==> config.mk <==
export PLATFORM = sky130hd
export DESIGN_NAME = clkout_mode_ctrl
export DESIGN_NICKNAME = d
export VERILOG_FILES = /design/src/rtl/clkout_pkg.sv /design/src/rtl/clkout_state_fsm.sv /design/src/rtl/clkout_mult_watch.sv /design/src/rtl/clkout_out_mux.sv /design/src/rtl/clkout_mode_ctrl.sv
export SDC_FILE = /design/constraint.sdc
export NUM_CORES = 1
export LEC_CHECK = 0
export ABC_AREA = 0
export BUFFER_PORTS_ARGS = -buffer_cell sky130_fd_sc_hd__buf_2
export CORE_UTILIZATION = 43
export CTS_BUF_LIST = sky130_fd_sc_hd__clkbuf_8 sky130_fd_sc_hd__clkbuf_16
export DETAILED_ROUTE_END_ITERATION = 16
export GPL_TIMING_DRIVEN = 0
export PLACE_DENSITY = 0.74
export SYNTH_ARGS = -nofsm -noshare
export SYNTH_HDL_FRONTEND = slang
export SYNTH_SLANG_ARGS = --single-unit
==> constraint.sdc <==
create_clock -name clk -period 1.4 [get_ports clk]
set_input_delay 0.14 -clock clk [delete_from_list [all_inputs] [get_ports clk]]
set_output_delay 0.14 -clock clk [all_outputs]
set_load 0.05 [all_outputs]
==> src/rtl/clkout_pkg.sv <==
package clkout_pkg;
  typedef enum logic [1:0] {
    MODE_ALIGNED = 2'b00,
    MODE_BYPASS  = 2'b01,
    MODE_HIZ     = 2'b10,
    MODE_REF     = 2'b11
  } clk_mode_e;

  typedef enum logic [1:0] {
    ST_PWRDN = 2'd0,
    ST_EXIT  = 2'd1,
    ST_STOP  = 2'd2,
    ST_RUN   = 2'd3
  } ctl_state_e;
endpackage

==> src/rtl/clkout_state_fsm.sv <==
module clkout_state_fsm
  import clkout_pkg::*;
#(
  parameter int PD_SETTLE = 8
) (
  input  logic       clk,
  input  logic       rst_n,
  input  logic       pwrdn_n,
  input  logic       stop_n,
  input  logic [1:0] mode_pin,
  output ctl_state_e state,
  output clk_mode_e  mode_q,
  output logic       exit_busy
);
  localparam int PW = $clog2(PD_SETTLE + 1);
  localparam logic [PW-1:0] PD_LOAD = PW'(PD_SETTLE);

  logic [PW-1:0] pd_cnt;

  always_ff @(posedge clk or negedge rst_n) begin
    if (!rst_n) begin
      mode_q <= MODE_ALIGNED;
      pd_cnt <= '0;
    end else if (!pwrdn_n) begin
      mode_q <= clk_mode_e'(mode_pin);
      pd_cnt <= PD_LOAD;
    end else if (pd_cnt != '0) begin
      pd_cnt <= pd_cnt - 1'b1;
    end
  end

  assign exit_busy = (pd_cnt != '0);

  always_comb begin
    if (!pwrdn_n)       state = ST_PWRDN;
    else if (exit_busy) state = ST_EXIT;
    else if (!stop_n)   state = ST_STOP;
    else                state = ST_RUN;
  end

  AST_MODE_FROZEN: assert property (@(posedge clk) disable iff (!rst_n)
    pwrdn_n |=> $stable(mode_q));
  AST_EXIT_ENDS_POWERED: assert property (@(posedge clk) disable iff (!rst_n)
    $fell(exit_busy) |-> pwrdn_n);
endmodule

==> src/rtl/clkout_mult_watch.sv <==
module clkout_mult_watch #(
  parameter int MULT_SETTLE = 6,
  parameter int MULT_W      = 2
) (
  input  logic              clk,
  input  logic              rst_n,
  input  logic              running,
  input  logic              pwrdn_n,
  input  logic [MULT_W-1:0] mult_pin,
  output logic              busy
);
  localparam int CW = $clog2(MULT_SETTLE + 1);
  localparam logic [CW-1:0] MS_LOAD = CW'(MULT_SETTLE);

  logic [MULT_W-1:0] mult_q;
  logic              seen;
  logic [CW-1:0]     cnt;
  logic              swap;

  assign swap = seen && (mult_pin != mult_q);

  always_ff @(posedge clk or negedge rst_n) begin
    if (!rst_n) begin
      mult_q <= '0;
      seen   <= 1'b0;
      cnt    <= '0;
    end else begin
      mult_q <= mult_pin;
      seen   <= 1'b1;
      if (!pwrdn_n)               cnt <= '0;
      else if (swap && running)   cnt <= MS_LOAD;
      else if (cnt != '0)         cnt <= cnt - 1'b1;
    end
  end

  assign busy = (cnt != '0);

  AST_HOT_SWAP_ONLY_RUN: assert property (@(posedge clk) disable iff (!rst_n)
    $rose(busy) |-> $past(running));
endmodule

==> src/rtl/clkout_out_mux.sv <==
module clkout_out_mux
  import clkout_pkg::*;
(
  input  ctl_state_e state,
  input  clk_mode_e  mode,
  input  logic       pa_clk,
  input  logic       pa_clk_b,
  input  logic       pll_clk,
  input  logic       pll_clk_b,
  input  logic       ref_clk,
  input  logic       ref_clk_b,
  output logic       out_p,
  output logic       out_n,
  output logic       drive_low_p,
  output logic       drive_low_n,
  output logic       hiz_p,
  output logic       hiz_n
);
  always_comb begin
    out_p = 1'b0; out_n = 1'b0;
    drive_low_p = 1'b0; drive_low_n = 1'b0;
    hiz_p = 1'b0; hiz_n = 1'b0;
    unique case (state)
      ST_PWRDN, ST_EXIT: begin
        drive_low_p = 1'b1; drive_low_n = 1'b1;
      end
      ST_STOP: begin
        hiz_p = 1'b1; hiz_n = 1'b1;
      end
      default: begin
        unique case (mode)
          MODE_ALIGNED: begin out_p = pa_clk;  out_n = pa_clk_b;  end
          MODE_BYPASS:  begin out_p = pll_clk; out_n = pll_clk_b; end
          MODE_REF:     begin out_p = ref_clk; out_n = ref_clk_b; end
          default:      begin hiz_p = 1'b1;    hiz_n = 1'b1;      end
        endcase
      end
    endcase
  end
endmodule

==> src/rtl/clkout_mode_ctrl.sv <==
module clkout_mode_ctrl
  import clkout_pkg::*;
#(
  parameter int PD_SETTLE   = 8,
  parameter int MULT_SETTLE = 6,
  parameter int MULT_W      = 2
) (
  input  logic              clk,
  input  logic              rst_n,
  input  logic              pwrdn_n,
  input  logic              stop_n,
  input  logic [1:0]        mode_sel,
  input  logic [MULT_W-1:0] mult_sel,
  input  logic              pa_clk,
  input  logic              pa_clk_b,
  input  logic              pll_clk,
  input  logic              pll_clk_b,
  input  logic              ref_clk,
  input  logic              ref_clk_b,
  output logic              out_p,
  output logic              out_n,
  output logic              drive_low_p,
  output logic              drive_low_n,
  output logic              hiz_p,
  output logic              hiz_n,
  output logic              settle_busy
);
  ctl_state_e state;
  clk_mode_e  mode_q;
  logic       exit_busy;
  logic       mult_busy;

  clkout_state_fsm #(.PD_SETTLE(PD_SETTLE)) u_fsm (
    .clk(clk), .rst_n(rst_n), .pwrdn_n(pwrdn_n), .stop_n(stop_n),
    .mode_pin(mode_sel), .state(state), .mode_q(mode_q), .exit_busy(exit_busy)
  );

  clkout_mult_watch #(.MULT_SETTLE(MULT_SETTLE), .MULT_W(MULT_W)) u_mult (
    .clk(clk), .rst_n(rst_n), .running(state == ST_RUN), .pwrdn_n(pwrdn_n),
    .mult_pin(mult_sel), .busy(mult_busy)
  );

  clkout_out_mux u_mux (
    .state(state), .mode(mode_q),
    .pa_clk(pa_clk), .pa_clk_b(pa_clk_b),
    .pll_clk(pll_clk), .pll_clk_b(pll_clk_b),
    .ref_clk(ref_clk), .ref_clk_b(ref_clk_b),
    .out_p(out_p), .out_n(out_n),
    .drive_low_p(drive_low_p), .drive_low_n(drive_low_n),
    .hiz_p(hiz_p), .hiz_n(hiz_n)
  );

  assign settle_busy = exit_busy | mult_busy;

  AST_PD_GROUNDED: assert property (@(posedge clk) disable iff (!rst_n)
    !pwrdn_n |-> (drive_low_p && drive_low_n && !hiz_p && !hiz_n && !out_p && !out_n));
  AST_PIN_ENABLES_EXCLUSIVE: assert property (@(posedge clk) disable iff (!rst_n)
    $onehot0({drive_low_p, hiz_p}) && $onehot0({drive_low_n, hiz_n}));
  AST_PD_BUSY: assert property (@(posedge clk) disable iff (!rst_n)
    !pwrdn_n |=> settle_busy);
endmodule

* Word-level counts from Yosys, hierarchy flattened *
Index checks and enable logic that the tools add are counted.

word-level totals
  flip-flop bits (word level) = 12
  logic and storage cells = 40
  output and inout port bits = 7
  input bits = 14

cells by class
  reductions and logical operators = 9
  bitwise gates (word level) = 1
  multiplexer cells = 15
  eq/ne operators = 8
  add/subtract/negate cells = 2

operator list
  kind                                                                 count
  3-bit 2-to-1 mux                                                     3
  4-bit 2-to-1 mux                                                     2
  2-bit == test (second input constant)                                3
  1-bit one-hot mux with 3 select lines                                2
  3-bit OR reduction                                                   2
  1-bit 2-to-1 mux                                                     5
  2-bit by 1-bit == test with 1-bit output (second input constant)     2
  2-bit zero test                                                      2
  2-bit 2-to-1 mux                                                     2
  4-bit nonzero test                                                   1
  4-bit by 1-bit subtractor with 4-bit output (second input constant)  1
  3-bit by 1-bit != test with 1-bit output (second input constant)     1
  3-bit nonzero test                                                   1
  3-bit by 1-bit subtractor with 3-bit output (second input constant)  1
  1-bit logical AND                                                    2
  2-bit by 1-bit != test with 1-bit output (second input constant)     1
  2-bit != test                                                        1
  1-bit one-hot mux with 2 select lines                                1
  2-bit OR reduction                                                   1
  1-bit bitwise OR                                                     1

* Longest topological paths before layout *
  depth after elaboration = 7
  gate-level depth with buffers = 6
  mapped depth without buffers = 5

* Cells and area by module *
From an unflattened synthesis, not the netlist that was laid out.

unflattened totals
  cell total of the unflattened synthesis = 66
  area total of the unflattened synthesis = 719.4 um^2

by module, submodules not included
  module             cells each  area an instance (um^2)  sequential area each (um^2)  instances
  clkout_state_fsm   29          326.6                    150.1                        1
  clkout_mult_watch  22          292.8                    150.1                        1
  clkout_out_mux     13          87.6                     0.0                          1
  clkout_mode_ctrl   2           12.5                     0.0                          1

* Least setup slack after synthesis *
Ideal clock, no wire load.

  path type = reg2out
  start point = register u_fsm.pd_cnt[0]
  end point = output port hiz_p
  stages on the path, launching flop included = 7
  buffers on the path = 1
  arrival time = 2571 ps
  path slack = -1311 ps
  required time = 1260 ps
  cell sequence = dfrtp_1 -> inv_1 -> ha_1 -> nor3b_4 -> nand2_1 -> a21oi_1 -> buf_4

between the ends
  longest elaborated chain between the ends = 6
  elaborated cells on any way between the ends = 8
  those cells by class = eq/ne: 2; mux: 3; reduce/logical: 3

ends and longest elaborated chain
  what                                                                         line                    RTL
  start: declaration                                                           clkout_state_fsm.sv:18  logic [PW-1:0] pd_cnt;
  start signal: assignment                                                     clkout_state_fsm.sv:28  pd_cnt <= pd_cnt - 1'b1;
  4-bit nonzero test *                                                         clkout_state_fsm.sv:32  assign exit_busy = (pd_cnt != '0);
  2-bit 2-to-1 mux *                                                           clkout_state_fsm.sv:36  else if (exit_busy) state = ST_EXIT;
  2-bit 2-to-1 mux *                                                           clkout_state_fsm.sv:35  if (!pwrdn_n) state = ST_PWRDN;
  2-bit by 1-bit == test with 1-bit output or 2-bit zero test (tied branches)  n/a
  2-bit OR reduction                                                           n/a
  1-bit one-hot mux with 2 select lines *                                      n/a
  end: declaration                                                             clkout_mode_ctrl.sv:24  output logic hiz_p,

Mark *: on every way between the ends. The rest lies on a longest branch, timed or not.

* Worst setup path in the final report *
  start point = register u_fsm.pd_cnt[1]
  end point = output port hiz_p

between the ends
  longest elaborated chain between the ends = 6
  elaborated cells on any way between the ends = 8
  those cells by class = eq/ne: 2; mux: 3; reduce/logical: 3

ends and longest elaborated chain
  what                                                                         line                    RTL
  4-bit nonzero test *                                                         clkout_state_fsm.sv:32
  2-bit 2-to-1 mux *                                                           clkout_state_fsm.sv:36
  2-bit 2-to-1 mux *                                                           clkout_state_fsm.sv:35
  2-bit by 1-bit == test with 1-bit output or 2-bit zero test (tied branches)  clkout_out_mux.sv:23    unique case (state)
  2-bit OR reduction                                                           clkout_out_mux.sv:23
  1-bit one-hot mux with 2 select lines *                                      clkout_out_mux.sv:23

Marked as above.

==> results_dict.tcl <==
set metrics [dict create \
    synth-compound-area-share_pct 9.25 \
    postSynthAreaPerCell_um2 10.5 \
    cts.sinks 12 \
    setup_slack_ns -0.367 \
    clk-insertion-delay-late_ns 0.24 \
    fin_skew_ns 0.00192 \
    cts_buffers 3 \
    core_area_um2 1370 \
    cts_buffer_depth 2 \
    path_buf_inv 4 \
    grt_pass1_vias 529 \
    synth_xor_area_share_pct 5.28 \
    ys_top_cells_by_area "dfrtp_1 (45%), mux2i_1 (7.5%), ha_1 (5.7%)" \
    fin_nets 118 \
    hold_depth 1 \
    gr-total-overflow 0 \
    r2r_start "u_fsm.pd_cnt[1]" \
    synthAdderAreaFrac_pct 5.66 \
    drive_above_1_share_pct 54.0 \
    regToRegSetupSlack_ns -0.22 \
    critPathMaxStageDelay_ns 0.40 \
    cp-end-kind "output pin" \
    grt_pass1_wl_um 2240 \
    cts_tree "done" \
    arrival_ns 1.63 \
    synth_common_cells "dfrtp_1 (12), mux2i_1 (5), inv_1 (4), nand2_1 (4)" \
    ys_seq_area_share_pct 45.3 \
    synth.most_common_cell "dfrtp_1" \
    drv_slew 0 \
    reg2reg_depth 9 \
    io_pins 21 \
    path_delay_family "buffers and inverters" \
    tightest_slew_ns 0.502 \
    track_usage_pct 21.6 \
    diodes 0 \
    floorplan.die_area_um2 1700 \
    synthArstFlopShare_pct 100 \
    wirelength_um 1590 \
    synth_top_family_by_area "simple AND/OR/NAND/NOR gates" \
    die_y_um 41.3 \
    portBuffers 20 \
    utilization_pct 79.0 \
    rr_endpoint "u_fsm.pd_cnt[1]" \
    syn_area_um2 663 \
    cp_max_fo 3 \
    cpMostUsedCell "buf_6" \
    path_clk_slew_ns 0.05 \
    drtAntennaViolNets 0 \
    cellPowerDensity_nw_per_um2 1870 \
    cp.required_ns 1.26 \
    synth_ff_type "dfrtp_1" \
    finalSetupViolCount 11 \
    cts_max_level 1 \
    max_freq_mhz 566 \
    muxShareOfSynthArea_pct 10.9 \
    vias 595 \
    worst_hold_slack_ns 0.0306 \
    wl_per_cell_um 13.9 \
    fp.dieW_um 41.3 \
    drt_first_iter_violations 8 \
    synth_top_cell_by_area "dfrtp_1" \
    start_util_pct 48.5 \
    finalHoldViolCount 0 \
    crit_path_top_delay_cell "dfrtp_1" \
    num_rows 13 \
    min-delay-start "mult_sel[1]" \
    hpwl_um 962 \
    drc 0 \
    ys_warn_count 0 \
    p_leak_uw 0.000508 \
    whs_endpoint "u_mult.mult_q[1]" \
    dr.pass1.iters 4 \
    period_minus_slack_ns 1.77 \
    critPathKind "flop to output pin" \
    irDropWorstVdd_mv 1.19 \
    violations "negative setup slack" \
    cts_root_buffer "clkbuf_8" \
    synth-edff-count 0 \
    rsz0062_at_grt "yes" \
    relSlewSlack_pct 66.2 \
    grt_max_degree 13 \
    yosysUniqueCellTypes 27 \
    fin_crit_sh_pct 126 \
    fill_cells 88 \
    crit_chain "inv_2 > ha_4 > nor3b_4 > buf_6 > nand2_4 > a21oi_4 > buf_6 > buf_8" \
    run_status "finished, violations left" \
    synth-simple-area-share_pct 17.7 \
    area_delta_synth_final_pct 62.8 \
    hold_path_class "input pin to flop" \
    ys_ff_latch 12 \
    synthCells 63 \
    antenna_found_initial 0 \
    gp_congestion 0.692 \
    synth_top_area_share_pct 45.3 \
    maxCapViolations 0 \
    synth_fp_nets 80 \
    viasPerCell 5.17 \
    cp-start-kind "flop" \
]
state kept, by name, summed over array words and instances, names as in the netlist:
signal         cells
u_fsm.pd_cnt       4
u_mult.cnt         3
u_mult.seen        1
u_mult.mult_q      2
u_fsm.mode_q       2
through the flow:
| stage | cell area, um^2 | setup slack, ns | instances | total power (uW) | setup TNS, ns |
|---|---|---|---|---|---|
| final | 1080 | -0.367 | 115 | 2020 | -2.76 |
| after global routing | 1080 | -0.414 | 115 | 2140 | -3.28 |
| after CTS | 1020 | -0.328 | 111 | 1870 | -2.33 |
| after detailed placement | 822 | -0.514 | 98 | 1250 | -2.81 |
| after global placement | 822 | -0.472 | 98 | 1210 | -2.39 |
| after floorplan | 703 | -0.488 | 63 | 1100 | -1.61 |
power by group:
part	leakage, uW	switching, uW	internal [uW]
logic	0.000333	503	599
registers	0.000147	99.7	445
clock network	0.0000288	120	248
worst max-delay path by stage:
stage                     cells after the start    end             from  slack, ns
final                                         8  hiz_p  u_fsm.pd_cnt[1]      -0.37
after global routing                          8  hiz_p  u_fsm.pd_cnt[1]      -0.41
after CTS                                     8  hiz_p  u_fsm.pd_cnt[1]      -0.33
after detailed placement                      6  out_p  u_fsm.pd_cnt[1]      -0.51
after global placement                        6  out_p  u_fsm.pd_cnt[0]      -0.47
after floorplan                               6  hiz_p  u_fsm.pd_cnt[0]      -0.49
layout by cell type, fill, tap and decap left out, types with 2 or more instances in the layout:
master    synthesis  layout
buf_8             0       4
mux2i_1           5       5
nor2_4            0       2
inv_1             4       2
buf_6             0       6
buf_4             2      10
inv_2             0       2
and2_1            2       2
nand2b_1          2       2
o21ai_0           2       2
nand2_2           0       2
o21a_1            2       2
ha_1              3       2
dfrtp_1          12      12
buf_2             1      15
mux2_2            2       2
xor2_1            2       2
xnor2_1           2       2
nand3_1           3       2
clkbuf_8          0       4
cell families (layout without fill, tap and decap cells):
family	after synthesis	count (layout)
other	1	1
flip-flops	12	12
multiplexers	7	7
AND/OR/NAND/NOR	20	20
XOR/XNOR	4	4
AO/OA/AOI/OAI	9	9
adder cells (fa/ha/maj)	3	3
buffers and inverters	7	44
cell type report:
type / count / area [um^2] / share of cell area [%]
buffer: 3 / 23.8 / 2.20
tap: 15 / 18.8 / 1.74
inverter: 4 / 15.0 / 1.39
multi-input combinational: 44 / 403 / 37.3
sequential: 12 / 300 / 27.8
timing repair buffer: 33 / 264 / 24.4
clock buffer: 4 / 55.1 / 5.10
repair_timing:
| action | 4_1_cts | 5_1_grt |
|---|---|---|
| pin swaps | 4 | 0 |
| buffers inserted | 8 | 4 |
| gates resized for setup | 22 | 7 |
| hold endpoints to repair | 12 | 0 |
| hold buffers | 1 | 0 |
| setup endpoints to repair | 12 | 12 |
layer usage:
metal,vias to the layer above,GRT usage [%],wire length [um]
met5,-,0,0
met4,0,2.42,0
met3,0,9.78,58
met2,12,38.3,879
met1,294,24.4,657
li1,289,-,-
(Power assumes the default switching activity.)
